==> config.mk <==
export PLATFORM = sky130hd
export DESIGN_NAME = rename_table_2w
export DESIGN_NICKNAME = d
export VERILOG_FILES = /design/src/rtl/rat2w_pkg.sv /design/src/rtl/rat2w_bypass.sv /design/src/rtl/rat2w_spec_map.sv /design/src/rtl/rat2w_ret_map.sv /design/src/rtl/rename_table_2w.sv
export SDC_FILE = /design/constraint.sdc
export NUM_CORES = 1
export LEC_CHECK = 0
export ABC_CLOCK_PERIOD_IN_PS = 2950
export BUFFER_PORTS_ARGS = -buffer_cell sky130_fd_sc_hd__buf_2
export CAP_MARGIN = 10
export CORE_ASPECT_RATIO = 0.9
export CORE_MARGIN = 5
export CORE_UTILIZATION = 35
export CTS_BUF_LIST = sky130_fd_sc_hd__clkbuf_2
export CTS_CLUSTER_DIAMETER = 40
export CTS_CLUSTER_SIZE = 14
export DETAILED_ROUTE_END_ITERATION = 7
export PLACE_DENSITY = 0.51
export SYNTH_ARGS = -nofsm -noshare
export SYNTH_HDL_FRONTEND = slang
export SYNTH_HIERARCHICAL = 1
export SYNTH_SLANG_ARGS = --single-unit
==> constraint.sdc <==
create_clock -name clk -period 2.95 [get_ports clk]
set_input_delay 0.1475 -clock clk [delete_from_list [all_inputs] [get_ports clk]]
set_output_delay 0.1475 -clock clk [all_outputs]
set_load 0.01 [all_outputs]
==> src/rtl/rat2w_pkg.sv <==
package rat2w_pkg;

  localparam int unsigned AREGS_DEF = 8;
  localparam int unsigned PREGS_DEF = 16;
  localparam int unsigned RD_PORTS  = 4;

  // index width of a table with n entries, at least one bit
  function automatic int unsigned idx_w(input int unsigned n);
    return (n < 2) ? 1 : $clog2(n);
  endfunction

endpackage

==> src/rtl/rat2w_bypass.sv <==
module rat2w_bypass #(
  parameter int unsigned AW = 3,
  parameter int unsigned PW = 4
) (
  input  logic          older_go,
  input  logic [AW-1:0] older_dst,
  input  logic [PW-1:0] older_tag,
  input  logic          young_go,
  input  logic [AW-1:0] src,
  input  logic [PW-1:0] tbl_tag,
  output logic          hit,
  output logic [PW-1:0] tag
);

  function automatic logic dep_hit(input logic go_o, input logic go_y,
                                   input logic [AW-1:0] d, input logic [AW-1:0] s);
    return go_o && go_y && (d == s);
  endfunction

  function automatic logic [PW-1:0] pick(input logic go_y, input logic h,
                                         input logic [PW-1:0] fwd,
                                         input logic [PW-1:0] tbl);
    if (!go_y) return '0;
    return h ? fwd : tbl;
  endfunction

  always_comb begin
    hit = dep_hit(older_go, young_go, older_dst, src);
    tag = pick(young_go, hit, older_tag, tbl_tag);
  end

endmodule

==> src/rtl/rat2w_spec_map.sv <==
module rat2w_spec_map #(
  parameter int unsigned NA  = 8,
  parameter int unsigned AW  = 3,
  parameter int unsigned PW  = 4,
  parameter int unsigned NRD = 4
) (
  input  logic                     clk,
  input  logic                     rst_n,
  input  logic [NRD-1:0][AW-1:0]   rd_addr,
  output logic [NRD-1:0][PW-1:0]   rd_data,
  input  logic                     we0,
  input  logic [AW-1:0]            wa0,
  input  logic [PW-1:0]            wd0,
  input  logic                     we1,
  input  logic [AW-1:0]            wa1,
  input  logic [PW-1:0]            wd1,
  input  logic                     restore,
  input  logic [NA-1:0][PW-1:0]    restore_img
);

  logic [NA-1:0][PW-1:0] map_q;
  logic [NA-1:0][PW-1:0] map_d;
  logic                  wr_collide;

  assign wr_collide = we0 && we1 && (wa0 == wa1);

  // younger write port is applied last, so it wins on a shared entry
  function automatic logic [PW-1:0] entry_next(
      input logic [PW-1:0] cur, input logic [PW-1:0] img, input logic rs,
      input logic h0, input logic [PW-1:0] d0, input logic h1, input logic [PW-1:0] d1);
    logic [PW-1:0] v;
    v = cur;
    if (h0) v = d0;
    if (h1) v = d1;
    if (rs) v = img;
    return v;
  endfunction

  genvar gi;
  generate
    for (gi = 0; gi < NA; gi++) begin : g_ent
      always_comb
        map_d[gi] = entry_next(map_q[gi], restore_img[gi], restore,
                               we0 && (wa0 == AW'(gi)), wd0,
                               we1 && (wa1 == AW'(gi)), wd1);
      always_ff @(posedge clk) begin
        if (!rst_n) map_q[gi] <= PW'(gi);
        else        map_q[gi] <= map_d[gi];
      end
    end
    for (gi = 0; gi < NRD; gi++) begin : g_rd
      assign rd_data[gi] = map_q[rd_addr[gi]];
    end
  endgenerate

  p_wr0_r4: assert property (@(posedge clk) disable iff (!rst_n)
    (we0 && !restore && !wr_collide) |=> map_q[$past(wa0)] == $past(wd0));

  p_wr1_r4: assert property (@(posedge clk) disable iff (!rst_n)
    (we1 && !restore) |=> map_q[$past(wa1)] == $past(wd1));

  p_same_dst_r5: assert property (@(posedge clk) disable iff (!rst_n)
    (wr_collide && !restore) |=> map_q[$past(wa0)] == $past(wd1));

  p_restore_r9: assert property (@(posedge clk) disable iff (!rst_n)
    restore |=> map_q == $past(restore_img));

  p_hold_r7: assert property (@(posedge clk) disable iff (!rst_n)
    (!we0 && !we1 && !restore) |=> $stable(map_q));

endmodule

==> src/rtl/rat2w_ret_map.sv <==
module rat2w_ret_map #(
  parameter int unsigned NA = 8,
  parameter int unsigned AW = 3,
  parameter int unsigned PW = 4
) (
  input  logic                  clk,
  input  logic                  rst_n,
  input  logic                  c0,
  input  logic [AW-1:0]         a0,
  input  logic [PW-1:0]         d0,
  input  logic                  c1,
  input  logic [AW-1:0]         a1,
  input  logic [PW-1:0]         d1,
  output logic [NA-1:0][PW-1:0] img_next
);

  logic [NA-1:0][PW-1:0] ret_q;
  logic                  cmt_collide;

  assign cmt_collide = c0 && c1 && (a0 == a1);

  function automatic logic [PW-1:0] retire_next(
      input logic [PW-1:0] cur, input logic h0, input logic [PW-1:0] t0,
      input logic h1, input logic [PW-1:0] t1);
    if (h1) return t1;
    if (h0) return t0;
    return cur;
  endfunction

  genvar gi;
  generate
    for (gi = 0; gi < NA; gi++) begin : g_ent
      always_comb
        img_next[gi] = retire_next(ret_q[gi], c0 && (a0 == AW'(gi)), d0,
                                   c1 && (a1 == AW'(gi)), d1);
      always_ff @(posedge clk) begin
        if (!rst_n) ret_q[gi] <= PW'(gi);
        else        ret_q[gi] <= img_next[gi];
      end
    end
  endgenerate

  p_cmt_same_r8: assert property (@(posedge clk) disable iff (!rst_n)
    cmt_collide |=> ret_q[$past(a0)] == $past(d1));

  p_cmt0_r7: assert property (@(posedge clk) disable iff (!rst_n)
    (c0 && !cmt_collide) |=> ret_q[$past(a0)] == $past(d0));

  p_ret_idle_r7: assert property (@(posedge clk) disable iff (!rst_n)
    (!c0 && !c1) |=> $stable(ret_q));

endmodule

==> src/rtl/rename_table_2w.sv <==
module rename_table_2w #(
  parameter int unsigned NUM_AREGS = rat2w_pkg::AREGS_DEF,
  parameter int unsigned NUM_PREGS = rat2w_pkg::PREGS_DEF,
  parameter int unsigned AW = rat2w_pkg::idx_w(NUM_AREGS),
  parameter int unsigned PW = rat2w_pkg::idx_w(NUM_PREGS)
) (
  input  logic          clk,
  input  logic          rst_n,
  input  logic          flush,
  input  logic          ren0_valid,
  input  logic [AW-1:0] ren0_srca,
  input  logic [AW-1:0] ren0_srcb,
  input  logic [AW-1:0] ren0_dst,
  input  logic [PW-1:0] ren0_ptag,
  input  logic          ren1_valid,
  input  logic [AW-1:0] ren1_srca,
  input  logic [AW-1:0] ren1_srcb,
  input  logic [AW-1:0] ren1_dst,
  input  logic [PW-1:0] ren1_ptag,
  input  logic          cmt0_valid,
  input  logic [AW-1:0] cmt0_areg,
  input  logic [PW-1:0] cmt0_ptag,
  input  logic          cmt1_valid,
  input  logic [AW-1:0] cmt1_areg,
  input  logic [PW-1:0] cmt1_ptag,
  output logic [PW-1:0] ren0_tag_a,
  output logic [PW-1:0] ren0_tag_b,
  output logic [PW-1:0] ren1_tag_a,
  output logic [PW-1:0] ren1_tag_b,
  output logic          ren0_take,
  output logic          ren1_take
);

  localparam int unsigned NRD = rat2w_pkg::RD_PORTS;

  logic                       go0, go1;
  logic [NRD-1:0][AW-1:0]     rd_addr;
  logic [NRD-1:0][PW-1:0]     rd_tag;
  logic [NUM_AREGS-1:0][PW-1:0] ret_img;
  logic [1:0]                 young_src;
  logic [1:0][AW-1:0]         young_addr;
  logic [1:0][PW-1:0]         young_tag;
  logic [1:0]                 fwd_hit;

  initial begin
    if (NUM_PREGS < NUM_AREGS)
      $error("identity reset mapping needs at least as many tags as registers");
  end

  assign go0 = ren0_valid && !flush;
  assign go1 = ren1_valid && !flush;
  assign ren0_take = go0;
  assign ren1_take = go1;

  assign rd_addr[0] = ren0_srca;
  assign rd_addr[1] = ren0_srcb;
  assign rd_addr[2] = ren1_srca;
  assign rd_addr[3] = ren1_srcb;

  rat2w_spec_map #(.NA(NUM_AREGS), .AW(AW), .PW(PW), .NRD(NRD)) u_spec (
    .clk(clk), .rst_n(rst_n),
    .rd_addr(rd_addr), .rd_data(rd_tag),
    .we0(go0), .wa0(ren0_dst), .wd0(ren0_ptag),
    .we1(go1), .wa1(ren1_dst), .wd1(ren1_ptag),
    .restore(flush), .restore_img(ret_img)
  );

  rat2w_ret_map #(.NA(NUM_AREGS), .AW(AW), .PW(PW)) u_ret (
    .clk(clk), .rst_n(rst_n),
    .c0(cmt0_valid), .a0(cmt0_areg), .d0(cmt0_ptag),
    .c1(cmt1_valid), .a1(cmt1_areg), .d1(cmt1_ptag),
    .img_next(ret_img)
  );

  assign young_src = 2'b11;
  assign young_addr[0] = ren1_srca;
  assign young_addr[1] = ren1_srcb;

  genvar gi;
  generate
    for (gi = 0; gi < 2; gi++) begin : g_byp
      rat2w_bypass #(.AW(AW), .PW(PW)) u_byp (
        .older_go(go0), .older_dst(ren0_dst), .older_tag(ren0_ptag),
        .young_go(go1 && young_src[gi]), .src(young_addr[gi]),
        .tbl_tag(rd_tag[2+gi]),
        .hit(fwd_hit[gi]), .tag(young_tag[gi])
      );
    end
  endgenerate

  assign ren0_tag_a = go0 ? rd_tag[0] : '0;
  assign ren0_tag_b = go0 ? rd_tag[1] : '0;
  assign ren1_tag_a = young_tag[0];
  assign ren1_tag_b = young_tag[1];

  p_fwd_a_r3: assert property (@(posedge clk) disable iff (!rst_n)
    (ren0_valid && ren1_valid && !flush && ren1_srca == ren0_dst) |-> ren1_tag_a == ren0_ptag);

  p_fwd_b_r3: assert property (@(posedge clk) disable iff (!rst_n)
    (ren0_valid && ren1_valid && !flush && ren1_srcb == ren0_dst) |-> ren1_tag_b == ren0_ptag);

  p_idle_slot_r6: assert property (@(posedge clk) disable iff (!rst_n)
    !ren0_valid |-> (!ren0_take && ren0_tag_a == '0 && ren0_tag_b == '0 && fwd_hit == 2'b00));

  p_flush_quiet_r10: assert property (@(posedge clk) disable iff (!rst_n)
    flush |-> (!ren0_take && !ren1_take && ren1_tag_a == '0 && ren1_tag_b == '0));

  p_take_r11: assert property (@(posedge clk) disable iff (!rst_n)
    !flush |-> (ren0_take == ren0_valid && ren1_take == ren1_valid));

endmodule

# After elaboration in Yosys (flattened, before gate mapping)
# Cells that the tools add are included.
# Widths: inputs -> output; s select.
# classes
addsub,0
n_mul,0
div,0
order_cmp,4
eq_ne,30
shift,0
n_mux,94
bitwise_logic,0
n_reduce_logical,50
# ops
operator,n
$mux 4,66
$bmux 4 s3,4
$eq 3x3->1 const B,16
$logic_and 1x1->1,37
$eq 3x2->1 const B,8
$mux 1,24
$reduce_bool 3->1,8
$lt 3x4->1 const B,4
$eq 3x1->1 const B,4
$logic_not 3->1,4
$eq 3x3->1,2
$logic_not 1->1,1
# totals
register_bits,64
latchBits,0
ramBits,0
romBits,0
inputBits,47
output_inout_bits,18
elab_cells,194
n_memories,0

# Longest topological paths before layout
# logic_depth
ltp_word,7
ltp_mapped,8
ltp_nobuf,6

# By module
# The synthesis kept the hierarchy.
# by_module_without_submodules
mod,n_inst,cells_per_inst,area_each_um2,seq_area_each_um2
rat2w_spec_map,1,307,3101.7,640.6
rat2w_ret_map,1,241,1875.5,640.6
rat2w_bypass,2,19,116.4,0.0
rename_table_2w,1,10,82.6,0.0

# Worst setup path after synthesis
# OpenSTA, ideal clock, no wires.
# synth_path
path_kind,input port to flip-flop
start,input port ren1_valid
end,register u_spec/map_q[1] (netlist name)
setup_time_ps,127
arrival_time_ps,1923
required_time_ps,2823
slack_ps,900
path_stages,6
path_cell_list,nor2b_1 > buf_2 > nor4b_4 > mux2_2 > o2111ai_1 > o21ai_0
# synth_via
elab_chain_cells,4
word_cells_on_any_way,5
# synth_lines
element,line,source
"start, declared",rename_table_2w.sv:15,"input logic ren1_valid,"
$logic_and 1x1->1 (*),rename_table_2w.sv:51,assign go1 = ren1_valid && !flush;
$logic_and 1x1->1 (*),rat2w_spec_map.sv:45,"we1 && (wa1 == AW'(gi)), wd1);"
$mux 4,rat2w_spec_map.sv:34,if (h1) v = d1;
$mux 4,rat2w_spec_map.sv:35,if (rs) v = img;
"end signal, assigned by index",rat2w_spec_map.sv:47,if (!rst_n) map_q[gi] <= PW'(gi);
"end signal, assigned by index",rat2w_spec_map.sv:48,else map_q[gi] <= map_d[gi];
"end, declared",rat2w_spec_map.sv:21,logic [NA-1:0][PW-1:0] map_q;
# Every way passes the cells marked *; elsewhere a longest branch is shown, timed or not.
# A chain may end at the register's enable or synchronous reset.

==> qor.yml <==
clock_network:
  cts_resized: 0
  path_clk_slew_ns: 0.21
  cts.path.max_buffers: 2
  clock_latency_ns: 0.56
  numCtsBuffers: 9
  cts_tree: "yes"
  clock-sinks: 64
  cts-root-buf: "clkbuf_2"
  cts_max_level: 3
sta:
  hold_viol_final: 0
  fin_skew_ns: 0.0241
  maxSlewViolCount: 0
  finalCritPeriodShare: 0.737
  relSlewSlack: 0.388
  setup_violations: 0
  final.setup.tns_ns: 0
  worst_pin_slew_ns: 0.918
  max_freq_mhz: 460
  layout_min_cycle_time_ns: 2.17
  grt_setup_unrepaired: "no"
  setup_ws_ns: 0.776
setup_path:
  reg2regPathDepth: 5
  timing.rr.end: "u_spec/map_q[3]$_SDFFE_PN0P_"
  startpoint_type: "flip-flop"
  crit_fanout: 5
  crit_required_ns: 2.80
  crit_arrival_ns: 2.03
  r2r_slack_ns: 1.69
  critPathCaptureType: "output pin"
  path_class: "reg -> out"
  r2r_start: "u_ret/ret_q[3]$_SDFF_PN0_"
worst_hold_path:
  whs_path_depth: 3
  hold_path_class: "in -> reg"
  hold-path-endpoint: "u_ret/ret_q[27]$_SDFF_PN0_"
  min_from: "cmt1_ptag[3]"
pwr:
  seqPwrFrac: 0.471
  leakage_nw: 2.35
  p_clk_frac: 0.253
  intPower_mw: 1.38
  swShare: 0.339
  powerDensity_nw_per_um2: 362
  p_sw_mw: 0.706
  comb_power_share: 0.276
  max-vdd-ir-drop_mv: 0.199
  p_total_mw: 2.08
synthesis:
  syn_area_sq_um: 5290
  yosysWarnings: 6
  syn_area_per_cell_sq_um: 8.90
  syn_nets: 641
  netlist_instances: 594
layout:
  areaGrowthSynthToFinish_pct: 8.88
  fin_nets: 667
  antenna_cells: 0
  stdcell_area_sq_um: 5750
  drive_above_1_share: 0.275
  fill_cells: 1501
place:
  place_hpwl_um: 12500
  gp_congestion: 0.897
  port_buffers: 64
  pre_cts_ws_ns: 1.05
  placed_area_sq_um: 5620
job:
  cap_violations: 0
floorplan:
  die_x_um: 140
  coreArea_sq_um: 14800
  die_area_sq_um: 17700
  io_pins: 65
  row_count: 42
  initial_core_util: 0.358
  die_h_um: 127
routing:
  num_vias: 4718
  first_pass_iters: 5
  drt_iter0_drc: 396
  vias_per_cell: 5.73
  drc: 0
  routed_wl_um: 16800
  route.antenna.remaining_nets: 0
  wl_per_cell_um: 20.4
grt:
  grt_pass1_wl_um: 25900
  antenna_found_initial: 0
  grt_max_degree: 53
  track_usage: 0.188
  grt-ovfl-total: 0
  grt_pass1_vias: 4435
run_status:
  outcome: "complete, no violations"
sequential cells by signal, summed over array words and instances, names as in the netlist:
| name | count |
|---|---|
| u_ret/ret_q | 32 |
| u_spec/map_q | 32 |
layout make-up:
class	instances	area (sq um)	share of cell area
clock buffers	11	55.1	0.00957
inverters	13	48.8	0.00848
well taps	198	248	0.0431
multi-input cells	456	3660	0.635
flip-flops and latches	64	1280	0.223
repair buffers	76	418	0.0726
clock inverters	5	47.5	0.00826
per-stage QoR:
step                 util  cells  hold slack (ns)
detailed placement  0.381    804            0.521
CTS                 0.390    823         0.000755
global route        0.390    823           0.0214
finish              0.390    823           0.0639
floorplan               -    594            0.286
global placement    0.381    804            0.504
critical path: stages, from the launching register on:
cell	delay, ns
dfxtp_1	0.41
mux4_2	0.51
mux2_2	0.27
and3b_1	0.16
buf_2	0.14
power by group through the flow:
stage                     clock network [mW]  registers [mW]  logic, mW
after floorplan                            0           0.965      0.414
after global placement                     0           0.991      0.564
after detailed placement                   0           0.996      0.572
after CTS                              0.551           0.978      0.577
after global routing                   0.579           0.986      0.631
final                                  0.527           0.981      0.576
layout by cell type (no fill, tap or decap), types with 10 or more instances in the layout:
cell type  count
a21oi_1       52
a31oi_1       12
buf_2         64
clkbuf_2      11
dfxtp_1       64
inv_1         13
mux2_2        32
mux2i_1       42
mux4_2        32
nand2_1       52
nand2b_1      17
nor2_1        48
o2111ai_1     10
o21ai_0       41
metal layers:
| layer | vias up | GRT usage | part of all wire | wire (um) |
|---|---|---|---|---|
| met5 | - | 0 | 0 | 0 |
| met4 | 0 | 0.0547 | 0.017 | 280 |
| met3 | 19 | 0.0444 | 0.059 | 986 |
| met2 | 147 | 0.299 | 0.47 | 7860 |
| met1 | 2269 | 0.257 | 0.46 | 7700 |
| li1 | 2283 | - | - | - |
worst max-delay path by stage:
stage	start	endpoint	slack (ns)	cells after the start
floorplan	ren1_valid	u_spec/map_q[1]$_SDFFE_PN0P_	0.90	6
global placement	cmt1_areg[2]	u_spec/map_q[1]$_SDFFE_PN0P_	1.08	7
detailed placement	cmt1_areg[2]	u_spec/map_q[1]$_SDFFE_PN0P_	1.05	7
CTS	u_spec/map_q[31]$_SDFFE_PN0P_	ren0_tag_a[3]	0.72	4
global route	u_spec/map_q[29]$_SDFFE_PN1P_	ren1_tag_a[1]	0.65	5
finish	u_spec/map_q[15]$_SDFFE_PN0P_	ren0_tag_b[3]	0.78	4
repair_timing:
action / 4_1_cts / 5_1_grt
endpoints found under the hold margin: 5 / 0
setup buffers: 0 / 0
hold buffers: 3 / 0
(Power assumes the default switching activity.)
